### src/rtl/irqc_pkg.sv
package irqc_pkg;
    localparam int NUM_BANKS    = 4;
    localparam int SRC_PER_BANK = 4;
    localparam int ADDR_W       = 8;
    localparam int DATA_W       = 8;
    localparam int FIRST_PAGE   = 3;   // page of bank 0 in addr[7:4]
    localparam int FLAG_SLOT    = 0;   // in-page slot of flag register
    localparam int ENA_SLOT     = 4;   // in-page slot of enable register
    localparam int POL_BIT      = 7;   // enable write: 1 = set, 0 = clear
endpackage

### src/rtl/irqc_decode.sv
module irqc_decode
    import irqc_pkg::*;
#(
    parameter int NB         = NUM_BANKS,
    parameter int AW         = ADDR_W,
    parameter int FIRST      = FIRST_PAGE,
    parameter int FLAG_OFS   = FLAG_SLOT,
    parameter int ENA_OFS    = ENA_SLOT,
    localparam int BW        = (NB > 1) ? $clog2(NB) : 1
) (
    input  logic          sel_i,
    input  logic          we_i,
    input  logic [AW-1:0] addr_i,
    output logic [NB-1:0] flag_wr_o,
    output logic [NB-1:0] ena_wr_o,
    output logic          hit_o,
    output logic [BW-1:0] bank_o,
    output logic          is_ena_o
);
    logic [AW-5:0] page;
    logic [3:0]    slot;
    logic          slot_flag;
    logic          slot_ena;

    assign page      = addr_i[AW-1:4];
    assign slot      = addr_i[3:0];
    assign slot_flag = (int'(slot) == FLAG_OFS);
    assign slot_ena  = (int'(slot) == ENA_OFS);
    assign is_ena_o  = slot_ena;

    for (genvar g = 0; g < NB; g++) begin : g_strobe
        logic page_hit;
        assign page_hit     = (int'(page) == FIRST + g);
        assign flag_wr_o[g] = sel_i && we_i && page_hit && slot_flag;
        assign ena_wr_o[g]  = sel_i && we_i && page_hit && slot_ena;
    end

    always_comb begin
        hit_o  = 1'b0;
        bank_o = '0;
        for (int b = 0; b < NB; b++) begin
            if (int'(page) == FIRST + b && (slot_flag || slot_ena) && sel_i) begin
                hit_o  = 1'b1;
                bank_o = BW'(b);
            end
        end
    end
endmodule

### src/rtl/irqc_bank.sv
module irqc_bank #(
    parameter int N = 4
) (
    input  logic         clk,
    input  logic         rst_n,
    input  logic [N-1:0] src_i,
    input  logic         flag_wr_i,
    input  logic         ena_wr_i,
    input  logic         pol_i,
    input  logic [N-1:0] wmask_i,
    output logic [N-1:0] flag_o,
    output logic [N-1:0] ena_o,
    output logic         req_o
);
    typedef struct packed {
        logic [N-1:0] src_prev;
        logic [N-1:0] flag;
        logic [N-1:0] ena;
    } bank_state_t;

    bank_state_t st_d, st_q;
    logic [N-1:0] rise;

    always_comb begin
        rise          = src_i & ~st_q.src_prev;
        st_d          = st_q;
        st_d.src_prev = src_i;
        if (flag_wr_i)
            st_d.flag = st_q.flag & ~wmask_i;
        st_d.flag = st_d.flag | rise;          // new event beats clear
        if (ena_wr_i)
            st_d.ena = pol_i ? (st_q.ena | wmask_i) : (st_q.ena & ~wmask_i);
    end

    always_ff @(posedge clk or negedge rst_n) begin
        if (!rst_n) st_q <= '0;
        else        st_q <= st_d;
    end

    assign flag_o = st_q.flag;
    assign ena_o  = st_q.ena;
    assign req_o  = |(st_q.flag & st_q.ena);

    // an edge always lands in the flag, clear or not
    a_r2_edge_sets: assert property (@(posedge clk) disable iff (!rst_n)
        ((src_i & ~st_q.src_prev) != '0) |=>
            ((flag_o & $past(src_i & ~st_q.src_prev)) == $past(src_i & ~st_q.src_prev)));

    // flags only fall through a flag write
    a_r3_flag_hold: assert property (@(posedge clk) disable iff (!rst_n)
        !flag_wr_i |=> ((flag_o & $past(flag_o)) == $past(flag_o)));


    a_r4_ena_set: assert property (@(posedge clk) disable iff (!rst_n)
        (ena_wr_i && pol_i) |=> ((ena_o & $past(wmask_i)) == $past(wmask_i)));


    a_r5_ena_clr: assert property (@(posedge clk) disable iff (!rst_n)
        (ena_wr_i && !pol_i) |=> ((ena_o & $past(wmask_i)) == '0));

    // request can only drop after a register write
    a_r7_req_drop: assert property (@(posedge clk) disable iff (!rst_n)
        (!flag_wr_i && !ena_wr_i) |=> !($past(req_o) && !req_o));
endmodule

### src/rtl/irqc_readmux.sv
module irqc_readmux #(
    parameter int NB = 4,
    parameter int N  = 4,
    parameter int DW = 8,
    localparam int BW = (NB > 1) ? $clog2(NB) : 1
) (
    input  logic [NB-1:0][N-1:0] flags_i,
    input  logic [NB-1:0][N-1:0] enas_i,
    input  logic                 hit_i,
    input  logic [BW-1:0]        bank_i,
    input  logic                 is_ena_i,
    output logic [DW-1:0]        rdata_o
);
    always_comb begin
        rdata_o = '0;
        if (hit_i)
            rdata_o[N-1:0] = is_ena_i ? enas_i[bank_i] : flags_i[bank_i];
    end
endmodule

### src/rtl/irqc_top.sv
module irqc_top
    import irqc_pkg::*;
#(
    parameter int NB  = NUM_BANKS,
    parameter int N   = SRC_PER_BANK,
    parameter int AW  = ADDR_W,
    parameter int DW  = DATA_W,
    parameter int POL = POL_BIT,
    localparam int BW = (NB > 1) ? $clog2(NB) : 1
) (
    input  logic            clk,
    input  logic            rst_n,
    input  logic            bus_sel,
    input  logic            bus_we,
    input  logic [AW-1:0]   bus_addr,
    input  logic [DW-1:0]   bus_wdata,
    output logic [DW-1:0]   bus_rdata,
    input  logic [NB*N-1:0] src_evt,
    output logic [NB-1:0]   irq_lvl
);
    logic [NB-1:0]         flag_wr;
    logic [NB-1:0]         ena_wr;
    logic                  rd_hit;
    logic [BW-1:0]         rd_bank;
    logic                  rd_ena;
    logic [NB-1:0][N-1:0]  flags;
    logic [NB-1:0][N-1:0]  enas;
    logic                  unused_wdata;

    assign unused_wdata = ^bus_wdata[POL-1:N];

    irqc_decode #(.NB(NB), .AW(AW)) u_dec (
        .sel_i     (bus_sel),
        .we_i      (bus_we),
        .addr_i    (bus_addr),
        .flag_wr_o (flag_wr),
        .ena_wr_o  (ena_wr),
        .hit_o     (rd_hit),
        .bank_o    (rd_bank),
        .is_ena_o  (rd_ena)
    );

    for (genvar g = 0; g < NB; g++) begin : g_bank
        irqc_bank #(.N(N)) u_bank (
            .clk       (clk),
            .rst_n     (rst_n),
            .src_i     (src_evt[g*N +: N]),
            .flag_wr_i (flag_wr[g]),
            .ena_wr_i  (ena_wr[g]),
            .pol_i     (bus_wdata[POL]),
            .wmask_i   (bus_wdata[N-1:0]),
            .flag_o    (flags[g]),
            .ena_o     (enas[g]),
            .req_o     (irq_lvl[g])
        );
    end

    irqc_readmux #(.NB(NB), .N(N), .DW(DW)) u_rd (
        .flags_i  (flags),
        .enas_i   (enas),
        .hit_i    (rd_hit && !bus_we),
        .bank_i   (rd_bank),
        .is_ena_i (rd_ena),
        .rdata_o  (bus_rdata)
    );
endmodule

### config.mk
export PLATFORM = sky130hd
export DESIGN_NAME = irqc_top
export DESIGN_NICKNAME = d
export VERILOG_FILES = /design/src/rtl/irqc_pkg.sv /design/src/rtl/irqc_decode.sv /design/src/rtl/irqc_bank.sv /design/src/rtl/irqc_readmux.sv /design/src/rtl/irqc_top.sv
export SDC_FILE = /design/constraint.sdc
export NUM_CORES = 1
export LEC_CHECK = 0
export BUFFER_PORTS_ARGS = -buffer_cell sky130_fd_sc_hd__buf_4
export CORE_MARGIN = 8
export CORE_UTILIZATION = 45
export CTS_CLUSTER_SIZE = 30
export DETAILED_ROUTE_END_ITERATION = 7
export PLACE_DENSITY = 0.72
export SYNTH_ARGS = -nofsm -noshare
export SYNTH_HDL_FRONTEND = slang
export SYNTH_SLANG_ARGS = --single-unit
export TNS_END_PERCENT = 10
### constraint.sdc
create_clock -name clk -period 1.49 [get_ports clk]
set_input_delay 0.298 -clock clk [delete_from_list [all_inputs] [get_ports clk]]
set_output_delay 0.298 -clock clk [all_outputs]
set_load 0.01 [all_outputs]
==> impl_metrics.env, run 1 <==
export IMPL_status="complete, but fails checks"
export IMPL_violations="negative setup slack"
export IMPL_placementRows=26
export IMPL_ios=48
export IMPL_switchingPower_uw=562
export IMPL_tns_ns=-0.602
export IMPL_hpwlAfterDp_microns=3870
export IMPL_dp_cells=330
export IMPL_cts_sinks=48
export IMPL_ys_ff_latch=48
export IMPL_seq_area_frac_synth_pct=51.3
export IMPL_antenna_found_initial=0
export IMPL_grt_pass1_wl_microns=8980
export IMPL_clk_latency_ns=0.30
export IMPL_clk_path_buf_depth=2
export IMPL_cp_max_fo=3
export IMPL_preCtsSetupSlack_ns=-0.239
export IMPL_layout_commonest_cell="buf_4"
export IMPL_wl_per_cell_microns=15.8
export IMPL_tightest_slew_ns=0.582
export IMPL_grt_use_met3_pct=3.00
export IMPL_min_period_over_period_pct=114
export IMPL_p_per_area_mw_per_mm2=883
export IMPL_port_buffers=40
export IMPL_max_freq_mhz=590
export IMPL_grt_use_met2_pct=25.0
export IMPL_end_kind="primary output"
export IMPL_yosys_warnings=0
export IMPL_hp_class="input port to async pin"
export IMPL_grt_util_all_layers_pct=14.9
export IMPL_instances_no_fill=342
export IMPL_swShare_pct=21.5
export IMPL_fin_ws_ns=-0.205
export IMPL_relSlewSlack_pct=61.2
export IMPL_cts_made_buffers=5
export IMPL_worstSetupStartpointType="flip-flop"
export IMPL_clk_pin_slew_worst_paths_ns=0.08
export IMPL_die_area_sq_mm=0.00777
export IMPL_fp_dieW_microns=88.1
export IMPL_grt_pass1_vias=1887
export IMPL_antenna_cells=0
export IMPL_hold_violations=0
export IMPL_final_cell_mix="buf_4, dfrtp_1, o21ai_0, nand2_1, inv_1"
export IMPL_setup_viol=4
export IMPL_synthCells=223
export IMPL_pwr_share_seq_pct=51.2
export IMPL_finClkSkew_ns=0.00527
export IMPL_grt_use_met1_pct=17.6
export IMPL_drc=0
export IMPL_grt_busiest_layer="met2"
export IMPL_drt_iter0_drc=129
export IMPL_drv_cap=0
export IMPL_routed_wl_microns=5420
export IMPL_finalNetCount=307
export IMPL_clockPowerShare_pct=38.3
export IMPL_crit_start="g_bank[1].u_bank.flag_o[0]$_DFF_PN0_"
export IMPL_period_minus_slack_ns=1.70
export IMPL_ctsHoldBuffers=0
export IMPL_critPathKind="flip-flop to primary output"
export IMPL_p_leak_nw=1.38
export IMPL_area_growth_pct=26.7
export IMPL_grt_max_degree=49
export IMPL_crit_required_ns=1.19
export IMPL_syn_avg_cell_area_sq_um=10.5
export IMPL_cts_tree="done"
export IMPL_hold_slack_ns=0.000502
export IMPL_rsz0062_at_grt="true"
export IMPL_ir_drop_mv=0.530
export IMPL_cts_root_buf="clkbuf_8"
export IMPL_vias=1836
export IMPL_drt_first_pass_iters=4
export IMPL_die_height_microns=88.1
export IMPL_gp_congestion=0.827
export IMPL_cp_arrival_ns=1.40
export IMPL_core_area_sq_mm=0.00507
export IMPL_gr_total_overflow=0
export IMPL_syn_area_sq_mm=0.00234
export IMPL_vias_per_cell=5.37
export IMPL_p_comb_share_pct=10.6
export IMPL_ctsHtreeMaxLevel=2
export IMPL_postRouteAntennaNets=0
export IMPL_drive_above_1_share_pct=32.7
export IMPL_drv_slew=0
export IMPL_p_total_mw=2.62
export IMPL_internal_power_mw=2.06
export IMPL_ys_types=30
export IMPL_initial_core_util_pct=46.1
[layer usage]
metal,up-vias,share of wire [%]
li1,872,-
met1,896,43
met2,54,49
met3,14,5.2
met4,0,2.9
met5,-,0
[kinds of logic after synthesis]
group                  synth area share (%)
flip-flops                             51.3
AO/OA/AOI/OAI                          16.6
other                                 0.160
buffers and inverters                  9.25
AND/OR/NAND/NOR                        11.6
multiplexers                           11.1
[worst max-delay path: stages (launching register included)]
cell	delay, ns
dfrtp_1	0.41
mux2i_1	0.21
a2bb2oi_1	0.11
o211ai_1	0.10
o211ai_1	0.12
buf_4	0.16
[cell type report]
class                   instances  area [sq um]
fillers                       443          2110
flip-flops and latches         48          1200
multi-input cells             139           997
repair buffers                 59           487
clock buffers                   7          96.3
well taps                      70          87.6
inverters                      18          67.6
clock inverters                 1          30.0
[power groups by stage]
stage | Combinational, mW | Sequential [mW] | Clock, mW
CTS | 0.277 | 1.34 | 1.04
detailed placement | 0.260 | 1.37 | 0
finish | 0.277 | 1.34 | 1.00
floorplan | 0.123 | 1.36 | 0
global placement | 0.255 | 1.37 | 0
global route | 0.303 | 1.35 | 1.08
[per-stage QoR]
| stage | util, % | area, sq um |
|---|---|---|
| 2_1_floorplan | - | 2370 |
| 3_3_place_gp | 53.9 | 2740 |
| 3_5_place_dp | 53.9 | 2740 |
| 4_1_cts | 58.1 | 2950 |
| 5_1_grt | 58.5 | 2970 |
| 6_report | 58.5 | 2970 |
[Yosys cell counts]
master	count	share of area, %
a21boi_2	1	0.48
a22oi_1	8	2.6
a2bb2oi_1	8	3.0
and3b_1	3	1.1
and4_1	1	0.37
buf_1	1	0.16
buf_12	1	0.86
buf_2	7	1.5
buf_4	8	2.6
buf_6	2	0.96
clkbuf_1	2	0.32
conb_1	1	0.16
dfrtp_1	48	51
inv_1	18	2.9
mux2_1	9	4.3
mux2_2	7	3.4
mux2i_1	8	3.4
nand2_1	23	3.7
nand3_1	18	3.8
nand4_1	1	0.27
nand4b_1	1	0.37
nor2_1	2	0.32
nor2b_1	1	0.27
nor3b_2	1	0.53
nor3b_4	1	0.80
o2111a_1	2	0.96
o2111ai_1	3	1.1
o211ai_1	5	1.6
o21ai_0	31	6.6
o21ai_1	1	0.21
[timing repair]
action / in CTS / in global routing
resized for setup: 13 / 4
endpoints found under the setup margin: 4 / 19
buffers inserted: 4 / 0
pin swaps: 3 / 4
[path summary, 6_finish.rpt]
| path | endpoint | slack (ns) | cells past startpoint |
|---|---|---|---|
| worst max-delay path | bus_rdata[0] | -0.21 | 5 |
| worst min-delay path | g_bank[3].u_bank.st_q[8]$_DFF_PN0_ | 0.0005 | 1 |
| worst max register to register | flip-flop | 0.60 | 2 |
| worst min register to register | g_bank[0].u_bank.flag_o[2]$_DFF_PN0_ | 0.41 | 1 |
| max in group asynchronous | g_bank[2].u_bank.st_q[8]$_DFF_PN0_ | 1.10 | 1 |
| min in group clk | g_bank[2].u_bank.st_q[9]$_DFF_PN0_ | 0.11 | 1 |
(Power assumes the default switching activity.)
==> run 2: changes to the inputs <==
--- a/config.mk
+++ b/config.mk
@@ -5,10 +5,10 @@
 export SDC_FILE = /design/constraint.sdc
 export NUM_CORES = 1
 export LEC_CHECK = 0
+export ABC_AREA = 1
 export BUFFER_PORTS_ARGS = -buffer_cell sky130_fd_sc_hd__buf_4
 export CORE_MARGIN = 8
 export CORE_UTILIZATION = 45
-export CTS_CLUSTER_SIZE = 30
 export DETAILED_ROUTE_END_ITERATION = 7
 export PLACE_DENSITY = 0.72
 export SYNTH_ARGS = -nofsm -noshare
==> run 2 against run 1 <==
  * The run ends with negative hold slack, negative setup slack left
  * Sequential power is essentially flat
  * Worst hold slack lost 0.0011 ns
  * Synthesized area grew 3.8%
  * Synthesized cell count grew 40%
  * Sequential share of layout area shrank 2.2 points
  * Clock skew shrank 0.0013 ns
  * First-iteration DRC count grew 40%
  * Critical endpoint is now bus_rdata[1]
==> impl_metrics.env, run 2 <==
export IMPL_syn_area_sq_mm=0.00243
export IMPL_initial_core_util_pct=47.0
export IMPL_period_minus_slack_ns=1.82
export IMPL_fp_dieW_microns=89.5
export IMPL_ys_ff_latch=48
export IMPL_worstSetupStartpointType="input port"
export IMPL_vias_per_cell=4.95
export IMPL_antenna_cells=0
export IMPL_tightest_slew_ns=0.585
export IMPL_ios=48
export IMPL_ys_types=24
export IMPL_clk_path_buf_depth=2
export IMPL_yosys_warnings=0
export IMPL_rsz0062_at_grt="true"
export IMPL_cp_arrival_ns=1.52
export IMPL_seq_area_frac_synth_pct=49.4
export IMPL_place_area_sq_mm=0.00287
export IMPL_final_cell_mix="nand2_1, buf_4, o21ai_0, dfrtp_1, inv_1"
export IMPL_end_kind="primary output"
export IMPL_vias=2180
export IMPL_synth_fa_ha_area_share_pct=0
export IMPL_hp_class="input port to async pin"
export IMPL_setup_viol=4
export IMPL_synth_edff_count=0
export IMPL_p_leak_nw=1.58
export IMPL_critPathKind="input port to primary output"
export IMPL_instances_no_fill=440
export IMPL_max_stage_delay_ns=0.34
export IMPL_async_flop_share_pct=100
export IMPL_ctsHtreeMaxLevel=2
export IMPL_port_buffers=40
export IMPL_p_per_area_mw_per_mm2=759
export IMPL_finClkSkew_ns=0.00395
export IMPL_hpwlAfterDp_microns=4660
export IMPL_r2r_start="g_bank[0].u_bank.flag_o[0]$_DFF_PN0_"
export IMPL_ir_drop_mv=0.634
export IMPL_crit_start="bus_addr[7]"
export IMPL_synth_xor_area_share_pct=0
export IMPL_dp_cells=428
export IMPL_core_area_sq_mm=0.00517
export IMPL_finalNetCount=405
export IMPL_die_area_sq_mm=0.00801
export IMPL_relSlewSlack_pct=61.0
export IMPL_synth_most_common_cell="nand2_1"
export IMPL_drv_cap=0
export IMPL_synthFlopType="dfrtp_1"
export IMPL_synth_simple_gate_area_share_pct=24.5
export IMPL_synth_area_leader_cell="dfrtp_1"
export IMPL_crit_required_ns=1.19
export IMPL_cts_tree="done"
export IMPL_synth_top_cell_area_share_pct=49.4
export IMPL_placementRows=26
export IMPL_grt_pass1_vias=2189
export IMPL_drive_above_1_share_pct=29.5
export IMPL_antenna_found_initial=0
export IMPL_wl_per_cell_microns=14.3
export IMPL_muxShareOfSynthArea_pct=0
export IMPL_grt_pass1_wl_microns=10300
export IMPL_fin_ws_ns=-0.333
export IMPL_cp_common_cell="nand3_2"
export IMPL_routed_wl_microns=6310
export IMPL_area_growth_pct=29.1
export IMPL_preCtsSetupSlack_ns=-0.341
export IMPL_die_height_microns=89.5
export IMPL_crit_chain="buf_6, nor2_4, nand2_4, a21oi_4, nand3_2, nand3_2, nand2_2, nor2_2, buf_4"
export IMPL_drt_iter0_drc=181
export IMPL_clk_latency_ns=0.30
export IMPL_drc=0
export IMPL_max_freq_mhz=549
export IMPL_status="complete, but fails checks"
export IMPL_grt_util_all_layers_pct=16.8
export IMPL_cts_made_buffers=5
export IMPL_cp_max_fo=8
export IMPL_synth_area_top_cells="dfrtp_1, o21ai_0, nand2_1"
export IMPL_hold_slack_ns=-0.000642
export IMPL_gp_congestion=0.926
export IMPL_gr_total_overflow=0
export IMPL_hold_violations=3
export IMPL_fin_area_sq_mm=0.00314
export IMPL_yosys_top_cells_count="nand2_1, inv_1, o21ai_0, dfrtp_1, nor2_1"
export IMPL_min_period_over_period_pct=122
export IMPL_cts_sinks=48
export IMPL_postRouteAntennaNets=0
export IMPL_synth_compound_area_share_pct=13.8
export IMPL_drt_first_pass_iters=5
export IMPL_synth_top_family_by_area="simple AND/OR/NAND/NOR gates"
export IMPL_tns_ns=-1.23
export IMPL_cts_root_buf="clkbuf_8"
export IMPL_violations="negative hold slack, negative setup slack"
export IMPL_clk_pin_slew_worst_paths_ns=0.08
export IMPL_cp_slowest_cell="a21oi_4"
export IMPL_drv_slew=0
export IMPL_grt_max_degree=49
export IMPL_syn_avg_cell_area_sq_um=7.77
export IMPL_synthCells=313
[run 2: cell types whose count changed after synthesis, moves of 7 or more]
cell,delta
nor2_1,+32
nand2_1,+34
mux2_1,-9
a2bb2oi_1,-8
nand3_1,+13
buf_2,-7
o21ai_0,+19
a22oi_1,-8
mux2_2,-7
inv_1,+33
mux2i_1,-8
[run 2: area by class of cell]
cell class / count / area (sq um)
fillers: 480 / 2030
flip-flops and latches: 48 / 1200
multi-input cells: 202 / 1090
repair buffers: 58 / 458
inverters: 53 / 208
well taps: 70 / 87.6
clock buffers: 6 / 82.6
clock inverters: 2 / 10.0
repair inverters: 1 / 5.00
[run 2: critical path: cells and delay by family]
| family | cells | cell delay [ns] |
|---|---|---|
| buffers and inverters | 2 | 0.24 |
| AND/OR/NAND/NOR | 6 | 0.64 |
| AO/OA/AOI/OAI | 1 | 0.34 |
[run 2: through the flow]
| stage | power (mW) | util (%) |
|---|---|---|
| CTS | 2.40 | 58.5 |
| finish | 2.38 | 60.7 |
| global placement | 1.60 | 55.4 |
| detailed placement | 1.60 | 55.4 |
| global route | 2.49 | 60.7 |
| floorplan | 1.47 | - |
[run 2: repair_timing]
| item | CTS | global route |
|---|---|---|
| gates resized for setup | 21 | 22 |
| gates cloned | 1 | 0 |
| endpoints found under the setup margin | 6 | 6 |
| pin swaps | 5 | 16 |
| buffers inserted | 0 | 3 |
| hold buffers | 0 | 0 |
[run 2: cell families (layout without fill, tap and decap cells)]
kind of cell,count (synthesis),count (layout)
flops,48,48
compound gates,64,64
simple gates,134,134
other cells,1,4
buf+inv,66,120
[run 2: final timing paths]
check	slack [ns]	to	depth (start not counted)
min in group clk	0.11	g_bank[2].u_bank.st_q[9]$_DFF_PN0_	1
hold / removal	-0.0006	g_bank[2].u_bank.flag_o[3]$_DFF_PN0_	1
hold reg to reg	0.42	g_bank[1].u_bank.flag_o[2]$_DFF_PN0_	1
setup reg to reg	0.75	g_bank[0].u_bank.flag_o[0]$_DFF_PN0_	2
max in group asynchronous	1.10	g_bank[0].u_bank.flag_o[3]$_DFF_PN0_	1
setup / recovery	-0.33	bus_rdata[1]	9
[run 2: where the power goes]
| group | internal, mW | leakage, nW | switching (mW) |
|---|---|---|---|
| combinational | 0.110 | 1.06 | 0.151 |
| sequential | 1.34 | 0.469 | 0.0105 |
| clock | 0.370 | 0.0510 | 0.406 |
| total | 1.82 | 1.58 | 0.568 |
[run 2: routing by layer]
metal	GRT usage [%]	vias to the layer above	share of wire, %
met5	0	-	0
met4	6.04	0	1.4
met3	2.39	7	5.4
met2	27.2	71	47
met1	22.2	1014	46
li1	-	1088	-
